`src/rtl/ulpi_reg_pkg.sv`:
```
package ulpi_reg_pkg;

  localparam int BYTE_W = 8;

  localparam logic [1:0] OP_WRITE = 2'b10;
  localparam logic [1:0] OP_READ  = 2'b11;

  typedef enum logic [3:0] {
    S_IDLE,
    S_CMD,
    S_XADDR,
    S_WDATA,
    S_STOP,
    S_RTURN,
    S_RDATA,
    S_REND,
    S_HOLD
  } lrc_state_e;

  // States in which the link owns the bus
  function automatic logic is_tx_state(lrc_state_e s);
    return (s == S_CMD) || (s == S_XADDR) || (s == S_WDATA) || (s == S_STOP);
  endfunction

endpackage

```
`src/rtl/ulpi_rst_sync.sv`:
```
module ulpi_rst_sync #(
  parameter int STAGES = 2
) (
  input  logic clk,
  input  logic rst_n,
  output logic rst_sync_n
);

  logic [STAGES-1:0] sync_q;

  always_ff @(posedge clk or negedge rst_n) begin
    if (!rst_n) begin
      sync_q <= '0;
    end else begin
      sync_q <= {sync_q[STAGES-2:0], 1'b1};
    end
  end

  assign rst_sync_n = sync_q[STAGES-1];

endmodule

```
`src/rtl/ulpi_dir_mon.sv`:
```
module ulpi_dir_mon (
  input  logic clk,
  input  logic rst_n,
  input  logic ulpi_dir,
  output logic bus_free
);

  logic dir_q;

  // Reset to "transceiver owned" so the first cycle is treated as turnaround
  always_ff @(posedge clk or negedge rst_n) begin
    if (!rst_n) begin
      dir_q <= 1'b1;
    end else begin
      dir_q <= ulpi_dir;
    end
  end

  // Link may drive only when DIR is low now and was low last cycle
  assign bus_free = !ulpi_dir && !dir_q;

endmodule

```
`src/rtl/ulpi_cmd_fmt.sv`:
```
module ulpi_cmd_fmt
  import ulpi_reg_pkg::*;
#(
  parameter int          ADDR_W   = 8,
  parameter int unsigned IMM_LAST = 46,
  parameter logic [5:0]  EXT_CODE = 6'h2F
) (
  input  logic              op_write,
  input  logic [ADDR_W-1:0] op_addr,
  output logic              use_ext,
  output logic [BYTE_W-1:0] cmd_byte,
  output logic [BYTE_W-1:0] xaddr_byte
);

  localparam logic [ADDR_W-1:0] LAST_SHORT = ADDR_W'(IMM_LAST);

  logic [1:0] opcode;

  assign use_ext  = (op_addr > LAST_SHORT);
  assign opcode   = op_write ? OP_WRITE : OP_READ;
  assign cmd_byte = {opcode, (use_ext ? EXT_CODE : op_addr[5:0])};

  generate
    if (ADDR_W == BYTE_W) begin : g_full
      assign xaddr_byte = op_addr;
    end else begin : g_pad
      assign xaddr_byte = {{(BYTE_W-ADDR_W){1'b0}}, op_addr};
    end
  endgenerate

endmodule

```
`src/rtl/ulpi_reg_fsm.sv`:
```
module ulpi_reg_fsm
  import ulpi_reg_pkg::*;
#(
  parameter int ADDR_W = 8
) (
  input  logic              clk,
  input  logic              rst_n,
  input  logic              req_valid,
  input  logic              req_write,
  input  logic [ADDR_W-1:0] req_addr,
  input  logic [BYTE_W-1:0] req_wdata,
  input  logic              ulpi_dir,
  input  logic              ulpi_nxt,
  input  logic              bus_free,
  input  logic              use_ext,
  input  logic [BYTE_W-1:0] rx_byte,
  output lrc_state_e        state,
  output logic              op_write,
  output logic [ADDR_W-1:0] op_addr,
  output logic [BYTE_W-1:0] op_wdata,
  output logic              req_ready,
  output logic              done,
  output logic [BYTE_W-1:0] rdata
);

  lrc_state_e state_d;
  logic       accept;
  logic       capture;
  logic       done_d;
  logic       step;

  // A byte counts as taken only when NXT is seen with the bus owned by the link
  assign step = bus_free && ulpi_nxt;

  always_comb begin
    state_d = state;
    accept  = 1'b0;
    capture = 1'b0;
    done_d  = 1'b0;
    unique case (state)
      S_IDLE: begin
        if (req_valid) begin
          accept  = 1'b1;
          state_d = S_CMD;
        end
      end
      S_CMD: begin
        if (ulpi_dir)  state_d = S_HOLD;
        else if (step) state_d = use_ext ? S_XADDR : (op_write ? S_WDATA : S_RTURN);
      end
      S_XADDR: begin
        if (ulpi_dir)  state_d = S_HOLD;
        else if (step) state_d = op_write ? S_WDATA : S_RTURN;
      end
      S_WDATA: begin
        if (ulpi_dir)  state_d = S_HOLD;
        else if (step) state_d = S_STOP;
      end
      S_STOP: begin
        if (ulpi_dir) begin
          state_d = S_HOLD;
        end else begin
          state_d = S_IDLE;
          done_d  = 1'b1;
        end
      end
      S_RTURN: begin
        if (ulpi_dir) state_d = S_RDATA;
      end
      S_RDATA: begin
        if (!ulpi_dir) begin
          state_d = S_CMD;
        end else if (ulpi_nxt) begin
          state_d = S_HOLD;
        end else begin
          capture = 1'b1;
          done_d  = 1'b1;
          state_d = S_REND;
        end
      end
      S_REND: begin
        if (!ulpi_dir) state_d = S_IDLE;
      end
      S_HOLD: begin
        if (!ulpi_dir) state_d = S_CMD;
      end
      default: state_d = S_IDLE;
    endcase
  end

  always_ff @(posedge clk or negedge rst_n) begin
    if (!rst_n) begin
      state <= S_IDLE;
      done  <= 1'b0;
    end else begin
      state <= state_d;
      done  <= done_d;
    end
  end

  always_ff @(posedge clk or negedge rst_n) begin
    if (!rst_n) begin
      op_write <= 1'b0;
      op_addr  <= '0;
      op_wdata <= '0;
    end else if (accept) begin
      op_write <= req_write;
      op_addr  <= req_addr;
      op_wdata <= req_wdata;
    end
  end

  always_ff @(posedge clk or negedge rst_n) begin
    if (!rst_n) begin
      rdata <= '0;
    end else if (capture) begin
      rdata <= rx_byte;
    end
  end

  assign req_ready = (state == S_IDLE);

endmodule

```
`src/rtl/ulpi_reg_ctrl.sv`:
```
module ulpi_reg_ctrl
  import ulpi_reg_pkg::*;
#(
  parameter int          ADDR_W   = 8,
  parameter int unsigned IMM_LAST = 46,
  parameter logic [5:0]  EXT_CODE = 6'h2F
) (
  input  logic              clk,
  input  logic              rst_n,
  input  logic              req_valid,
  input  logic              req_write,
  input  logic [ADDR_W-1:0] req_addr,
  input  logic [7:0]        req_wdata,
  output logic              req_ready,
  output logic              done,
  output logic [7:0]        rdata,
  input  logic              ulpi_dir,
  input  logic              ulpi_nxt,
  output logic              ulpi_stp,
  input  logic [7:0]        ulpi_data_i,
  output logic [7:0]        ulpi_data_o,
  output logic              ulpi_data_oe
);

  logic              rst_sync_n;
  logic              bus_free;
  lrc_state_e        state;
  logic              op_write;
  logic [ADDR_W-1:0] op_addr;
  logic [BYTE_W-1:0] op_wdata;
  logic              use_ext;
  logic [BYTE_W-1:0] cmd_byte;
  logic [BYTE_W-1:0] xaddr_byte;
  logic [BYTE_W-1:0] tx_byte;

  ulpi_rst_sync #(.STAGES(2)) u_rst (
    .clk        (clk),
    .rst_n      (rst_n),
    .rst_sync_n (rst_sync_n)
  );

  ulpi_dir_mon u_dir (
    .clk      (clk),
    .rst_n    (rst_sync_n),
    .ulpi_dir (ulpi_dir),
    .bus_free (bus_free)
  );

  ulpi_cmd_fmt #(
    .ADDR_W   (ADDR_W),
    .IMM_LAST (IMM_LAST),
    .EXT_CODE (EXT_CODE)
  ) u_fmt (
    .op_write   (op_write),
    .op_addr    (op_addr),
    .use_ext    (use_ext),
    .cmd_byte   (cmd_byte),
    .xaddr_byte (xaddr_byte)
  );

  ulpi_reg_fsm #(.ADDR_W(ADDR_W)) u_fsm (
    .clk       (clk),
    .rst_n     (rst_sync_n),
    .req_valid (req_valid),
    .req_write (req_write),
    .req_addr  (req_addr),
    .req_wdata (req_wdata),
    .ulpi_dir  (ulpi_dir),
    .ulpi_nxt  (ulpi_nxt),
    .bus_free  (bus_free),
    .use_ext   (use_ext),
    .rx_byte   (ulpi_data_i),
    .state     (state),
    .op_write  (op_write),
    .op_addr   (op_addr),
    .op_wdata  (op_wdata),
    .req_ready (req_ready),
    .done      (done),
    .rdata     (rdata)
  );

  always_comb begin
    unique case (state)
      S_CMD:   tx_byte = cmd_byte;
      S_XADDR: tx_byte = xaddr_byte;
      S_WDATA: tx_byte = op_wdata;
      default: tx_byte = '0;
    endcase
  end

  assign ulpi_data_oe = is_tx_state(state) && bus_free;
  assign ulpi_data_o  = ulpi_data_oe ? tx_byte : '0;
  assign ulpi_stp     = (state == S_STOP) && bus_free;

endmodule

```
`config.mk`:
```
export PLATFORM = sky130hd
export DESIGN_NAME = ulpi_reg_ctrl
export DESIGN_NICKNAME = d
export VERILOG_FILES = /design/src/rtl/ulpi_reg_pkg.sv /design/src/rtl/ulpi_rst_sync.sv /design/src/rtl/ulpi_dir_mon.sv /design/src/rtl/ulpi_cmd_fmt.sv /design/src/rtl/ulpi_reg_fsm.sv /design/src/rtl/ulpi_reg_ctrl.sv
export SDC_FILE = /design/constraint.sdc
export NUM_CORES = 1
export LEC_CHECK = 0
export ABC_AREA = 1
export BUFFER_PORTS_ARGS = -buffer_cell sky130_fd_sc_hd__buf_2
export CAP_MARGIN = 25
export CORE_MARGIN = 2
export CORE_UTILIZATION = 35
export DETAILED_ROUTE_END_ITERATION = 8
export PLACE_DENSITY = 0.59
export SLEW_MARGIN = 20
export SYNTH_ARGS = -nofsm -noshare
export SYNTH_HDL_FRONTEND = slang
export SYNTH_SLANG_ARGS = --single-unit
```
`constraint.sdc`:
```
create_clock -name clk -period 3.65 [get_ports clk]
set_input_delay 0.365 -clock clk [delete_from_list [all_inputs] [get_ports clk]]
set_output_delay 0.365 -clock clk [all_outputs]
set_load 0.03 [all_outputs]
```
==> run metrics <==
DRT iter0 DRCs 110; FF-to-FF End u_fsm.state[1]; Routed Antenna Nets 0; vias in the first global route 1347; Yosys warnings 0; largest net degree at the start of global routing 21; Non-Filler Instances 314; final net count 276; Avg Inst Size Synth 8.98 sq um; crit path capture ulpi_data_o[2]; Fin Hold WS 0.242 ns; DIE WIDTH 74.0 um; crit path from u_fsm.state[2]; DR pass1 iterations 4; Slew headroom 0.598; CORE AREA 4720 sq um; # diodes 0; Post-CTS Setup Inserts 0; Synth Cell Area 1720 sq um; Max clock buf depth 2; #FFs+latches synth 33; # IOs 50; syn nets 221; post-DP HPWL 2.95 mm; total track usage 0.149; # setup viols final 0; drc violations 0; critical path arrival 1.90 ns; Routed wire per std cell 12.6 um; DR vias/cell 4.68; first-pass GRT wire length 6.11 mm; max incr delay on CP 0.44 ns; max_cap viols 0; CTS Root Cell clkbuf_8; sequential area share after synthesis 0.482; CTS tree done; Required @ worst endpoint 3.28 ns; critical path class flop to output pin; final slew viol count 0; Post-Place Cell Area 2020 sq um; routability cong. 0.887; Port Buffers 49; P_leak 1.16 nW; startpoint types flop; PwrDens 784 nW/um^2; Die Span Y 74.0 um; initial antenna violation count 0; Mapped Cells 191; CTS Buf Count 5; clk_skew 0.00915 ns; area growth from synthesis to layout 24.5%; worst slew pin tran 0.604 ns; worst r2r src u_fsm.state[1]; crit-path cells nor2_1 > nand2_1 > nand2_1 > a22oi_1 > a21oi_1 > buf_2; Layout fillers 463; Placed Cells 305; fmax 442 MHz; total chip power 0.00167 W; worst hold path class flop to async pin; Remaining Overflow, GRT 0; Final Hold Viols 0; cts repair resizes 0; Clk Latency, worst-skew pair 0.29 ns; Fin Setup TNS 0 ns; worst IR drop on VDD 345 uV; Crit Path Max Fanout 5; minimum clock period 2.26 ns; Die Footprint 5480 sq um; reg2reg path depth 8; period utilization 0.620; num rows 25; share of cells above drive strength 1 0.352; RSZ-0062 raised after global routing false; via count 1470; Crit path top cell by count nand2_1; commonest non-fill, non-tap cells in the layout 49 x nand2_1, 49 x buf_2, 32 x dfrtp_1, 21 x nor2_1, 18 x nand3_1; status completed; Post-CTS Hold Buffers 1; Distinct cells, synth 23; Critical Path Sink Type output pin; htree depth 2; slowest CP cell dfrtp_1; starting density of the core 0.363; clock-pin slew on the worst setup and hold paths 0.07 ns; DRT Wirelength 3.97 mm; CTS Sinks 33; final instance area 2140 sq um; R2R setup slack 1.91 ns
==> registers in the layout, indices dropped and copies added, names as in the netlist <==
name	cells
u_dir.dir_q	1
u_fsm.done	1
u_fsm.op_addr	8
u_fsm.op_wdata	8
u_fsm.op_write	1
u_fsm.rdata	8
u_fsm.state	4
u_rst.sync_q	2
==> report_power, final <==
group          internal (W)  total, W  switching (W)  leakage [nW]
sequential         0.000505  0.000616       0.000111         0.408
combinational      0.000314  0.000753       0.000440         0.703
clock              0.000170  0.000304       0.000134        0.0542
total              0.000989   0.00167       0.000685          1.16
==> cells by family (layout without fill, tap and decap cells) <==
kind of cell	after synthesis	after routing	synth area share
buf+inv	19	75	0.0511
other cells	1	1	0.00219
simple gates	102	102	0.266
flops	33	33	0.482
compound gates	22	22	0.0759
mux	14	14	0.123
==> metal layers <==
layer / share of wire / global-route usage
met5: 0 / 0
met4: 0.0088 / 0.0505
met3: 0.068 / 0.0447
met2: 0.45 / 0.224
met1: 0.47 / 0.207
==> stage by stage <==
step                       util  setup WS, ns
after global routing      0.452          1.24
after global placement    0.429          1.69
final                     0.452          1.39
after detailed placement  0.429          1.73
after floorplan               -          1.79
after CTS                 0.452          1.39
==> how the worst min path moves through the flow <==
stage	to	slack (ns)	cells after the start
final	u_fsm.op_addr[6]	0.24	0
after global routing	u_dir.dir_q	0.24	1
after CTS	u_dir.dir_q	0.24	1
after detailed placement	u_rst.sync_q[0]	0.15	1
after global placement	u_rst.sync_q[0]	0.15	1
after floorplan	u_rst.sync_q[0]	0.07	0
==> cells in the mapped netlist <==
cell | number | share of area
nor2_2 | 3 | 0.011
nor2_4 | 2 | 0.013
nand3b_1 | 2 | 0.0088
nor2_1 | 21 | 0.046
nand2_2 | 5 | 0.018
dfstp_2 | 1 | 0.015
dfrtp_1 | 32 | 0.47
o221ai_1 | 1 | 0.0051
buf_2 | 1 | 0.0029
nor3_2 | 1 | 0.0058
nand2_1 | 49 | 0.11
buf_6 | 2 | 0.013
a21oi_1 | 10 | 0.029
inv_2 | 3 | 0.0066
conb_1 | 1 | 0.0022
a22oi_1 | 5 | 0.022
nand3_1 | 18 | 0.053
a211oi_1 | 1 | 0.0044
o21ai_0 | 4 | 0.012
a31oi_1 | 1 | 0.0036
nand4_1 | 1 | 0.0036
inv_1 | 13 | 0.028
mux2_4 | 14 | 0.12
==> critical path: cells and delay by family (launching register included) <==
family | cells | cell delay, ns
AND/OR/NAND/NOR | 3 | 0.67
flip-flops | 1 | 0.44
AO/OA/AOI/OAI | 2 | 0.28
buffers and inverters | 1 | 0.22
==> final cells by class <==
type | instances | area (sq um) | area share
Sequential cell | 33 | 827 | 0.387
Multi-Input combinational cell | 139 | 801 | 0.375
Timing Repair Buffer | 51 | 263 | 0.123
Clock buffer | 7 | 96.3 | 0.0451
Tap cell | 67 | 83.8 | 0.0393
Inverter | 16 | 60.1 | 0.0281
Clock inverter | 1 | 5.00 | 0.00234
(Power assumes the default switching activity.)
